<file path="src/rtl/reload_timer.sv">
module reload_timer #(
  parameter int DIV0_LOG2 = 1,
  parameter int DIV1_LOG2 = 9,
  parameter int DIV2_LOG2 = 17
) (
  input  logic       clk,
  input  logic       rst_n,
  input  logic       en,
  input  logic [1:0] csel,
  input  logic       wr_en,
  input  logic       rd_en,
  input  logic       addr_hi,
  input  logic [7:0] wdata,
  output logic [7:0] rdata,
  output logic       irq,
  output logic       tout
);
  localparam int PW01 = (DIV0_LOG2 > DIV1_LOG2) ? DIV0_LOG2 : DIV1_LOG2;
  localparam int PW   = (PW01 > DIV2_LOG2) ? PW01 : DIV2_LOG2;
  localparam logic [PW-1:0] M0 = PW'((64'd1 << DIV0_LOG2) - 64'd1);
  localparam logic [PW-1:0] M1 = PW'((64'd1 << DIV1_LOG2) - 64'd1);
  localparam logic [PW-1:0] M2 = PW'((64'd1 << DIV2_LOG2) - 64'd1);

  logic [PW-1:0] pre_q;
  logic [15:0]   cnt_q, reload_q;
  logic [7:0]    stage_q, hold_q;
  logic          en_q, tick, wr_lo, start, zero_evt;

  always_comb begin
    case (csel)
      2'd0:    tick = (pre_q & M0) == M0;
      2'd1:    tick = (pre_q & M1) == M1;
      2'd2:    tick = (pre_q & M2) == M2;
      default: tick = 1'b0;
    endcase
  end

  assign wr_lo    = wr_en & ~addr_hi;
  assign start    = en & ~en_q;
  assign zero_evt = en & en_q & tick & ~wr_lo & (cnt_q == 16'd0);

  always_ff @(posedge clk or negedge rst_n) begin
    if (!rst_n) begin
      pre_q    <= '0;
      cnt_q    <= '0;
      reload_q <= '0;
      stage_q  <= '0;
      hold_q   <= '0;
      rdata    <= '0;
      en_q     <= 1'b0;
      irq      <= 1'b0;
      tout     <= 1'b0;
    end else begin
      en_q <= en;
      irq  <= zero_evt;
      pre_q <= (wr_lo | start) ? '0 : pre_q + 1'b1;

      if (wr_en & addr_hi) stage_q <= wdata;
      if (wr_lo) reload_q <= {stage_q, wdata};

      if (wr_lo)            cnt_q <= {stage_q, wdata};
      else if (start)       cnt_q <= reload_q;
      else if (en && tick)  cnt_q <= (cnt_q == 16'd0) ? reload_q : cnt_q - 16'd1;

      if (!en)           tout <= 1'b0;
      else if (zero_evt) tout <= ~tout;

      if (rd_en) begin
        if (addr_hi) rdata <= hold_q;
        else begin
          rdata  <= cnt_q[7:0];
          hold_q <= cnt_q[15:8];
        end
      end
    end
  end
endmodule

</file>
<file path="config.mk">
export PLATFORM = sky130hd
export DESIGN_NAME = reload_timer
export DESIGN_NICKNAME = d
export VERILOG_FILES = /design/src/rtl/reload_timer.sv
export SDC_FILE = /design/constraint.sdc
export NUM_CORES = 1
export LEC_CHECK = 0
export BUFFER_PORTS_ARGS = -buffer_cell sky130_fd_sc_hd__buf_2
export CAP_MARGIN = 20
export CORE_UTILIZATION = 49
export DETAILED_ROUTE_END_ITERATION = 8
export GPL_TIMING_DRIVEN = 0
export PLACE_DENSITY_LB_ADDON = 0.15
export SYNTH_ARGS = -nofsm -noshare
export SYNTH_HDL_FRONTEND = slang
export SYNTH_SLANG_ARGS = --single-unit
export TNS_END_PERCENT = 30
</file>
<file path="constraint.sdc">
create_clock -name clk -period 5.36 [get_ports clk]
set_input_delay 1.072 -clock clk [delete_from_list [all_inputs] [get_ports clk]]
set_output_delay 1.072 -clock clk [all_outputs]
set_load 0.05 [all_outputs]
</file>
== Word-level counts from Yosys, hierarchy flattened ==
Cells that the tools add are included.
Word-level totals
  bits in registers: 76
  input port bits: 16
  output and inout bits: 10
  word-level logic and storage cells: 42
Operators by class
  add/sub/neg operators: 2
  eq/ne operators: 5
  multiplexer cells: 9
  bitwise operators: 12
  reductions and logical operators: 5
Operator list (number)
  $mux 16: 4
  $add 17x1->17 const B: 1
  $eq 17x17->1 const B: 1
  $mux 17: 1
  $logic_not 16->1: 1
  $sub 16x1->16 const B: 1
  $eq 9x9->1 const B: 1
  $mux 8: 1
  $and 1x1->1: 7
  $not 1->1: 4
  $pmux 1 s3: 1
  $reduce_bool 3->1: 1
  $eq 2x1->1 const B: 1
  $eq 2x2->1 const B: 1
  $logic_not 2->1: 1
  $mux 1: 2
  $ne 2x1->1 const B: 1
  $reduce_and 2->1: 1
  $logic_and 1x1->1: 1
  $or 1x1->1: 1

== Depth between registers and ports, before layout ==
Gate-level depths: netlist (run 1).
  depth after elaboration: 7
  depth in mapped cells: 11
  depth with buffers taken out: 10

== Worst setup path before layout (run 1) ==
No wires, ideal clock.
  kind: reg-to-reg
  start point: register pre_q[0]
  end point: register cnt_q[14]
  library setup time: 94 ps
  arrival time: 2443 ps
  required time: 5266 ps
  slack: 2823 ps
  stages on the path, launching flop included: 12
  path buffers: 1
  period minus slack after synthesis: 2537 ps
  cells stage by stage: dfrtp_1 > ha_1 > nand2_1 > nor4_1 > and3_1 > ha_1 > mux2i_1 > nor3b_1 > or2_2 > clkbuf_1 > o21ai_0 > a211oi_1
On the way
  cells in the longest elaborated chain, start to end: 4
  elaborated cells on any way between the ends: 5
  those cells by class: eq/ne: 2; mux: 1; reduce/logical: 2
RTL lines
  from (decl): line 24  | logic [PW-1:0] pre_q;
  from (signal assigned): line 56  | pre_q <= (wr_lo | start) ? '0 : pre_q + 1'b1;
  $eq 17x17->1 or $eq 9x9->1 (tied branches): line 33, 32
  $pmux 1 s3 (*): line 30  | case (csel)
  $logic_and 1x1->1 (*): line 63  | else if (en && tick) cnt_q <= (cnt_q == 16'd0) ? reload_q : cnt_q - 16'd1;
  $reduce_bool 3->1 (no line) (*)
  to (signal assigned): line 61  | if (wr_lo) cnt_q <= {stage_q, wdata};
  to (signal assigned): line 62  | else if (start) cnt_q <= reload_q;
  to (signal assigned): line 63
  to (decl): line 25  | logic [15:0] cnt_q, reload_q;
Every way passes the cells marked *; elsewhere a longest branch is shown, timed or not.
A chain may end at the register's enable or synchronous reset.

== Worst setup path in the final report (run 1) ==
  start point: register pre_q[0]
  end point: register cnt_q[6]
The elaborated chain is that of the path after synthesis.

==> results by group, run 1 <==
Yosys
  • Xor/xnor cell area share of the yosys netlist: 0.0419
  • Post-synth top flop: dfrtp_1
  • Main combinational cell family by area after synthesis: simple AND/OR/NAND/NOR gates
  • Mux contribution to synthesized area: 0.0768
  • Synth Area per Inst: 9.78 um2
  • Simple-gate portion of the synthesized area: 0.213
  • Net Count, Synth: 406
  • Mapped Cells: 385
  • Synth Cell Area: 0.00376 mm2
  • Adder-cell share of the synthesized area: 0.0166
  • Sequential area share after synthesis: 0.505
  • Ys async rst share: 1.00
  • #FFs+latches synth: 76
  • EDFF count, synth: 0
  • Post-synthesis cell type count: 55
  • Synthesis Warnings: 0
  • Synth Area in Compound Gates: 0.120

Timing
  • Upper clock frequency limit: 305 MHz
  • Worst-Margin Slew: 821 ps
  • Post-route setup TNS: 0 ps
  • RSZ-0062 raised after global routing: false
  • Final hold violations: 0
  • Max-slew violations: 0
  • Final period util: 0.612
  • Post-layout minimum cycle time: 3280 ps
  • Slew HR: 0.447
  • Final number of setup-violating endpoints: 0
  • Worst Skew: 9.90 ps

Clocking
  • Post-cts resize count: 0
  • Root Driver: clkbuf_8
  • CTS Buffer Depth: 2
  • CTS tree: done
  • Clock buffers created by TritonCTS: 9
  • Worst skew pair latency: 360 ps
  • Post-CTS setup buffers: 0
  • Sink Count: 76
  • Clock slew at reported path FFs: 80 ps
  • Hold_buf cts: 0
  • # H-tree levels: 3

Power and ir drop
  • Pint: 1.08 mW
  • Comb pwr share: 0.242
  • Max IR drop VDD: 0.142 mV
  • Leakage: 1.93 nW
  • Clock share of power: 0.287
  • Power density over the cells: 381 mW/mm2
  • Sequential Power Share: 0.470
  • Net Switching: 0.538 mW
  • Design Power: 1.62 mW
  • Switching Share: 0.333

Floorplan
  • Total Die Area: 0.00804 mm2
  • Die Wd: 89.7 um
  • I/O Pins: 26
  • Die H: 89.7 um
  • Initial Utilization: 0.514
  • Cell Rows: 31
  • Core area: 0.00733 mm2

Critical path
  • Crit-path max FO: 10
  • Startpoint types: flop
  • Arr. time, crit path: 3510 ps
  • Crit path kind: reg -> reg
  • Critical path origin: pre_q[0]$_DFF_PN0_
  • R2r startpoint: pre_q[0]$_DFF_PN0_
  • Reg-to-reg slack, setup: 2080 ps
  • Crit. End Element: flop
  • Worst EP required: 5590 ps

Route
  • Drt drc: 0
  • Routed via count: 2,969
  • Vias per inst: 5.67
  • WL per Instance: 16.1 um
  • Iter 0 DRT Violations: 259
  • Initial DRT Pass Iterations: 5
  • ANT nets after route: 0
  • Total Wirelength: 8.45 mm

Global route
  • Global-route usage over all layers: 0.226
  • Antenna violations before repair: 0
  • Largest net degree at the start of global routing: 44
  • First-pass GRT wire length: 13.4 mm
  • Vias in the first global route: 2,636
  • Total grt overflow: 0

Layout
  • Area growth syn-to-layout: 12.5%
  • Most common cell after layout, fill and taps aside: dfrtp_1
  • Fillers: 637
  • Commonest cells after routing, fill and taps aside: dfrtp_1 (76), nand2_1 (63), nor2_1 (36)
  • Register area: 0.00190 mm2
  • Diodes inserted: 0
  • Fin nets: 442
  • Cell area after layout: 0.00424 mm2
  • Final std cells w/o fill: 524
  • Fraction of layout instances using a drive strength above 1: 0.153
  • Area of the multi-input gates: 0.00176 mm2

Worst hold path
  • Min-delay worst type: reg -> reg
  • HP Start: reload_q[11]$_DFFE_PN0P_

Flow run
  • Max_cap viols: 0

Place
  • # placed instances: 509
  • Placed Area: 0.00403 mm2
  • Gpl congestion: 0.917
  • Post-DP HPWL: 6.00 mm
  • IO Port Bufs: 24

Run status
  • Status: complete, no violations
[power groups by stage]
| stage | clock network, mW | logic, mW | registers (mW) |
|---|---|---|---|
| 3_3_place_gp | 0 | 0.381 | 0.766 |
| 2_1_floorplan | 0 | 0.239 | 0.798 |
| 3_5_place_dp | 0 | 0.390 | 0.768 |
| 5_1_grt | 0.495 | 0.432 | 0.772 |
| 4_1_cts | 0.468 | 0.392 | 0.757 |
| 6_report | 0.464 | 0.392 | 0.760 |
[critical path, stage by stage, from the launching register on]
cell and delay [ps]:
dfrtp_1 420, ha_1 240, nand2_1 90, nor4_1 630, and3_1 270, ha_1 150
mux2i_1 90, nor3b_1 290, nor2_1 200, clkbuf_1 290, o31ai_1 350, o21ai_0 110
[metal layers]
metal  routed length, um  vias up  global-route usage  share of wire
met3                 516       11              0.0366          0.061
met4                 106        0              0.0794          0.013
met5                   0        -                   0              0
met1                4180     1430               0.338           0.49
met2                3650      105               0.331           0.43
li1                    -     1423                   -              -
[logic make-up (layout without fill, tap and decap cells)]
group,Yosys count,count (layout)
XOR/XNOR,18,18
adder cells (fa/ha/maj),5,5
flip-flops,76,76
multiplexers,27,27
AND/OR/NAND/NOR,167,167
AO/OA/AOI/OAI,66,66
buffers and inverters,26,66
[worst paths after layout]
check	cells after the start	endpoint
setup reg to reg	11	cnt_q[6]$_DFFE_PN0P_
setup / recovery	11	cnt_q[6]$_DFFE_PN0P_
hold / removal	2	reload_q[11]$_DFFE_PN0P_
max in group asynchronous	2	rdata[5]$_DFFE_PN0P_
hold reg to reg	2	reload_q[11]$_DFFE_PN0P_
min in group asynchronous	1	pre_q[5]$_DFF_PN0_
[synth_stat cells, drive strengths merged (5+ instances only)]
cell type,count,area (um2)
nor4,5,31.3
nand2,63,236
xor2,11,96.3
nand4,5,31.3
ha,5,62.6
mux2i,12,120
nor2,37,141
inv,6,22.5
o21ai,17,96.4
xnor2,7,61.3
nor3,9,56.3
mux2,15,169
a21oi,19,98.9
clkbuf,18,67.6
dfrtp,76,1900
and3,12,75.1
nand3,13,65.1
[final cells by class]
| cell class | instances | area share |
|---|---|---|
| clock buffers | 10 | 0.0301 |
| inverters | 6 | 0.00532 |
| plain buffers | 20 | 0.0180 |
| flip-flops and latches | 76 | 0.449 |
| repair buffers | 25 | 0.0337 |
| well taps | 99 | 0.0292 |
| multi-input cells | 283 | 0.416 |
| clock inverters | 5 | 0.0183 |
[metrics by stage]
step | worst slack (ps) | utilization | hold slack (ps)
2_1_floorplan | 2820 | - | 436
3_3_place_gp | 2120 | 0.547 | 453
3_5_place_dp | 2110 | 0.550 | 453
4_1_cts | 2090 | 0.578 | 473
5_1_grt | 1830 | 0.578 | 497
6_report | 2080 | 0.578 | 472
[state kept, by name, indices dropped and copies added (netlist names)]
name	cells
stage_q	8
tout	1
pre_q	17
reload_q	16
cnt_q	16
hold_q	8
irq	1
en_q	1
rdata	8
Power figures use the tool's default switching activity.
==> inputs of run 2 (changes only) <==
clock period = 3.1 ns   (was 5.36 ns; I/O delays follow)
==> results by group, run 2 (same netlist as run 1, synthesis figures left out) <==
Floorplan
  • Die H: 89.7 um (unchanged)
  • Total Die Area: 0.00804 mm2 (unchanged)
  • Die Wd: 89.7 um (unchanged)
  • Core area: 0.00733 mm2 (unchanged)
  • I/O Pins: 26 (unchanged)
  • Initial Utilization: 0.514 (unchanged)
  • Cell Rows: 31 (unchanged)

Timing
  • Worst Skew: 10.8 ps (+0.931 ps)
  • Slew HR: 0.436 (-0.0115)
  • RSZ-0062 raised after global routing: false
  • Post-route setup TNS: 0 ps (unchanged)
  • Final hold violations: 0 (unchanged)
  • Upper clock frequency limit: 351 MHz (+15%)
  • Post-layout minimum cycle time: 2850 ps (-435 ps)
  • Worst-Margin Slew: 846 ps (+24.9 ps)
  • Final number of setup-violating endpoints: 0 (unchanged)
  • Max-slew violations: 0 (unchanged)
  • Final period util: 0.919 (+0.306)

Global route
  • Vias in the first global route: 2,636 (unchanged)
  • First-pass GRT wire length: 13.4 mm (unchanged)
  • Antenna violations before repair: 0 (unchanged)
  • Total grt overflow: 0 (unchanged)
  • Global-route usage over all layers: 0.226 (unchanged)
  • Largest net degree at the start of global routing: 44 (unchanged)

Clocking
  • Sink Count: 76 (unchanged)
  • # H-tree levels: 3 (unchanged)
  • Clock buffers created by TritonCTS: 9 (unchanged)
  • Post-CTS setup buffers: 0 (unchanged)
  • CTS Buffer Depth: 2 (unchanged)
  • CTS tree: done
  • Worst skew pair latency: 350 ps (about the same)
  • Root Driver: clkbuf_8
  • Clock slew at reported path FFs: 80 ps (about the same)

Layout
  • Most common cell after layout, fill and taps aside: dfrtp_1
  • Area growth syn-to-layout: 12.9%
  • Commonest cells after routing, fill and taps aside: dfrtp_1 (76), nand2_1 (63), nor2_1 (36)
  • Max reg flops: 17 (unchanged)
  • Diodes inserted: 0 (unchanged)
  • Fraction of layout instances using a drive strength above 1: 0.158 (+0.00508)
  • Register with the most flip-flops: pre_q
  • Fin nets: 441 (-0.23%)
  • Util after Layout: 0.580 (+0.00171)
  • Largest regs: pre_q (17), cnt_q (16), reload_q (16)

Power and ir drop
  • Power density over the cells: 656 mW/mm2 (+72%)
  • Net Switching: 0.926 mW (+72%)
  • Clock share of power: 0.286 (about the same)
  • Switching Share: 0.332 (-0.00110)
  • Sequential Power Share: 0.471 (about the same)
  • Design Power: 2.79 mW (+73%)
  • Leakage: 1.95 nW (+0.97%)
  • Pint: 1.86 mW (+73%)
  • Comb pwr share: 0.242 (about the same)
  • Max IR drop VDD: 0.245 mV (+73%)

Critical path
  • Reg2reg end: cnt_q[6]$_DFFE_PN0P_
  • Worst EP required: 3320 ps (-2270 ps)
  • Reg-to-reg slack, setup: 250 ps (-1830 ps)
  • Crit path kind: reg -> reg
  • R2r startpoint: pre_q[0]$_DFF_PN0_
  • Arr. time, crit path: 3070 ps (-440 ps)
  • Critical path origin: pre_q[0]$_DFF_PN0_
  • Crit. End Element: flop
  • Depth of the most critical reg-to-reg path: 11 (unchanged)
  • Worst setup endpoint: cnt_q[6]$_DFFE_PN0P_
  • Crit-path max FO: 10 (unchanged)
  • Startpoint types: flop

Place
  • IO Port Bufs: 24 (unchanged)
  • Post-DP HPWL: 6.00 mm (unchanged)
  • Gpl congestion: 0.917 (unchanged)

Route
  • WL met3: 485 um (-6.0%)
  • Drt drc: 0 (unchanged)
  • Total Wirelength: 8.42 mm (-0.37%)
  • Routed via count: 2,972 (+0.10%)
  • Metal-1 WL: 4.16 mm (-0.45%)
  • WL per Instance: 16.1 um (-0.18%)
  • Initial DRT Pass Iterations: 5 (unchanged)
  • Iter 0 DRT Violations: 317 (+22%)
  • ANT nets after route: 0 (unchanged)
  • DR top layer: met4
  • Vias per inst: 5.68 (+0.29%)
  • Met2 WL: 3.67 mm (+0.47%)

Flow run
  • Max_cap viols: 0 (unchanged)

Worst hold path
  • Min-delay worst type: in -> async

Run status
  • Status: complete, no violations
[run 2: changes by cell type in the layout (fill, tap and decap cells not counted)]
cell / before / now
clkbuf_1: 19 / 17
clkbuf_2: 0 / 1
nor4_1: 5 / 4
nor4_4: 0 / 1
[run 2: what timing repair did]
action,in CTS,in global routing
hold buffers,0,0
hold endpoints to repair,0,0
setup endpoints to repair,12,12
gates cloned,0,0
resized for setup,1,3
[run 2: metrics by stage]
stage          worst slack [ps]  std cells  hold WS, ps  cell area, um2
6_report                    252        523          200            4250
5_1_grt                    75.2        523          239            4250
4_1_cts                    83.5        524          223            4240
3_5_place_dp               -145        509          453            4030
3_3_place_gp               -136        508          453            4010
2_1_floorplan               563        385          324            3760
[run 2: final cells by class]
cell class	count	area, um2
multi-input combinational	283	1780
inverter	6	22.5
sequential	76	1900
fill	635	3080
buffer	19	73.8
clock buffer	10	128
clock inverter	5	77.6
timing repair buffer	25	143
tap	99	124
[run 2: power by group through the flow]
stage	clock (mW)	sequential (mW)	combinational (mW)
finish	0.798	1.31	0.676
global route	0.856	1.33	0.747
CTS	0.810	1.31	0.678
detailed placement	0	1.33	0.675
global placement	0	1.32	0.659
floorplan	0	1.38	0.413
[run 2: worst min-delay path by stage]
stage                     slack, ps                startpoint                  endpoint  depth (start not counted)
after floorplan                 320                     rst_n      cnt_q[0]$_DFFE_PN0P_                          0
after CTS                       220                     rst_n        pre_q[5]$_DFF_PN0_                          1
after global placement          450   reload_q[9]$_DFFE_PN0P_   reload_q[9]$_DFFE_PN0P_                          2
after detailed placement        450  reload_q[11]$_DFFE_PN0P_  reload_q[11]$_DFFE_PN0P_                          2
final                           200                     rst_n        pre_q[5]$_DFF_PN0_                          1
after global routing            240                     rst_n        pre_q[5]$_DFF_PN0_                          1
[run 2: layer usage]
metal  global-route usage  up-vias
met5                    0        -
met4               0.0794        0
met3               0.0366       11
met2                0.331      106
met1                0.338     1430
li1                     -     1425
[run 2: critical path, stage by stage (launching register included)]
cell	delay, ps
dfrtp_1	420
ha_1	250
nand2_1	130
nor4_4	280
and3_1	220
ha_1	150
mux2i_1	90
nor3b_1	300
nor2_1	200
clkbuf_2	250
o31ai_1	320
o21ai_0	110
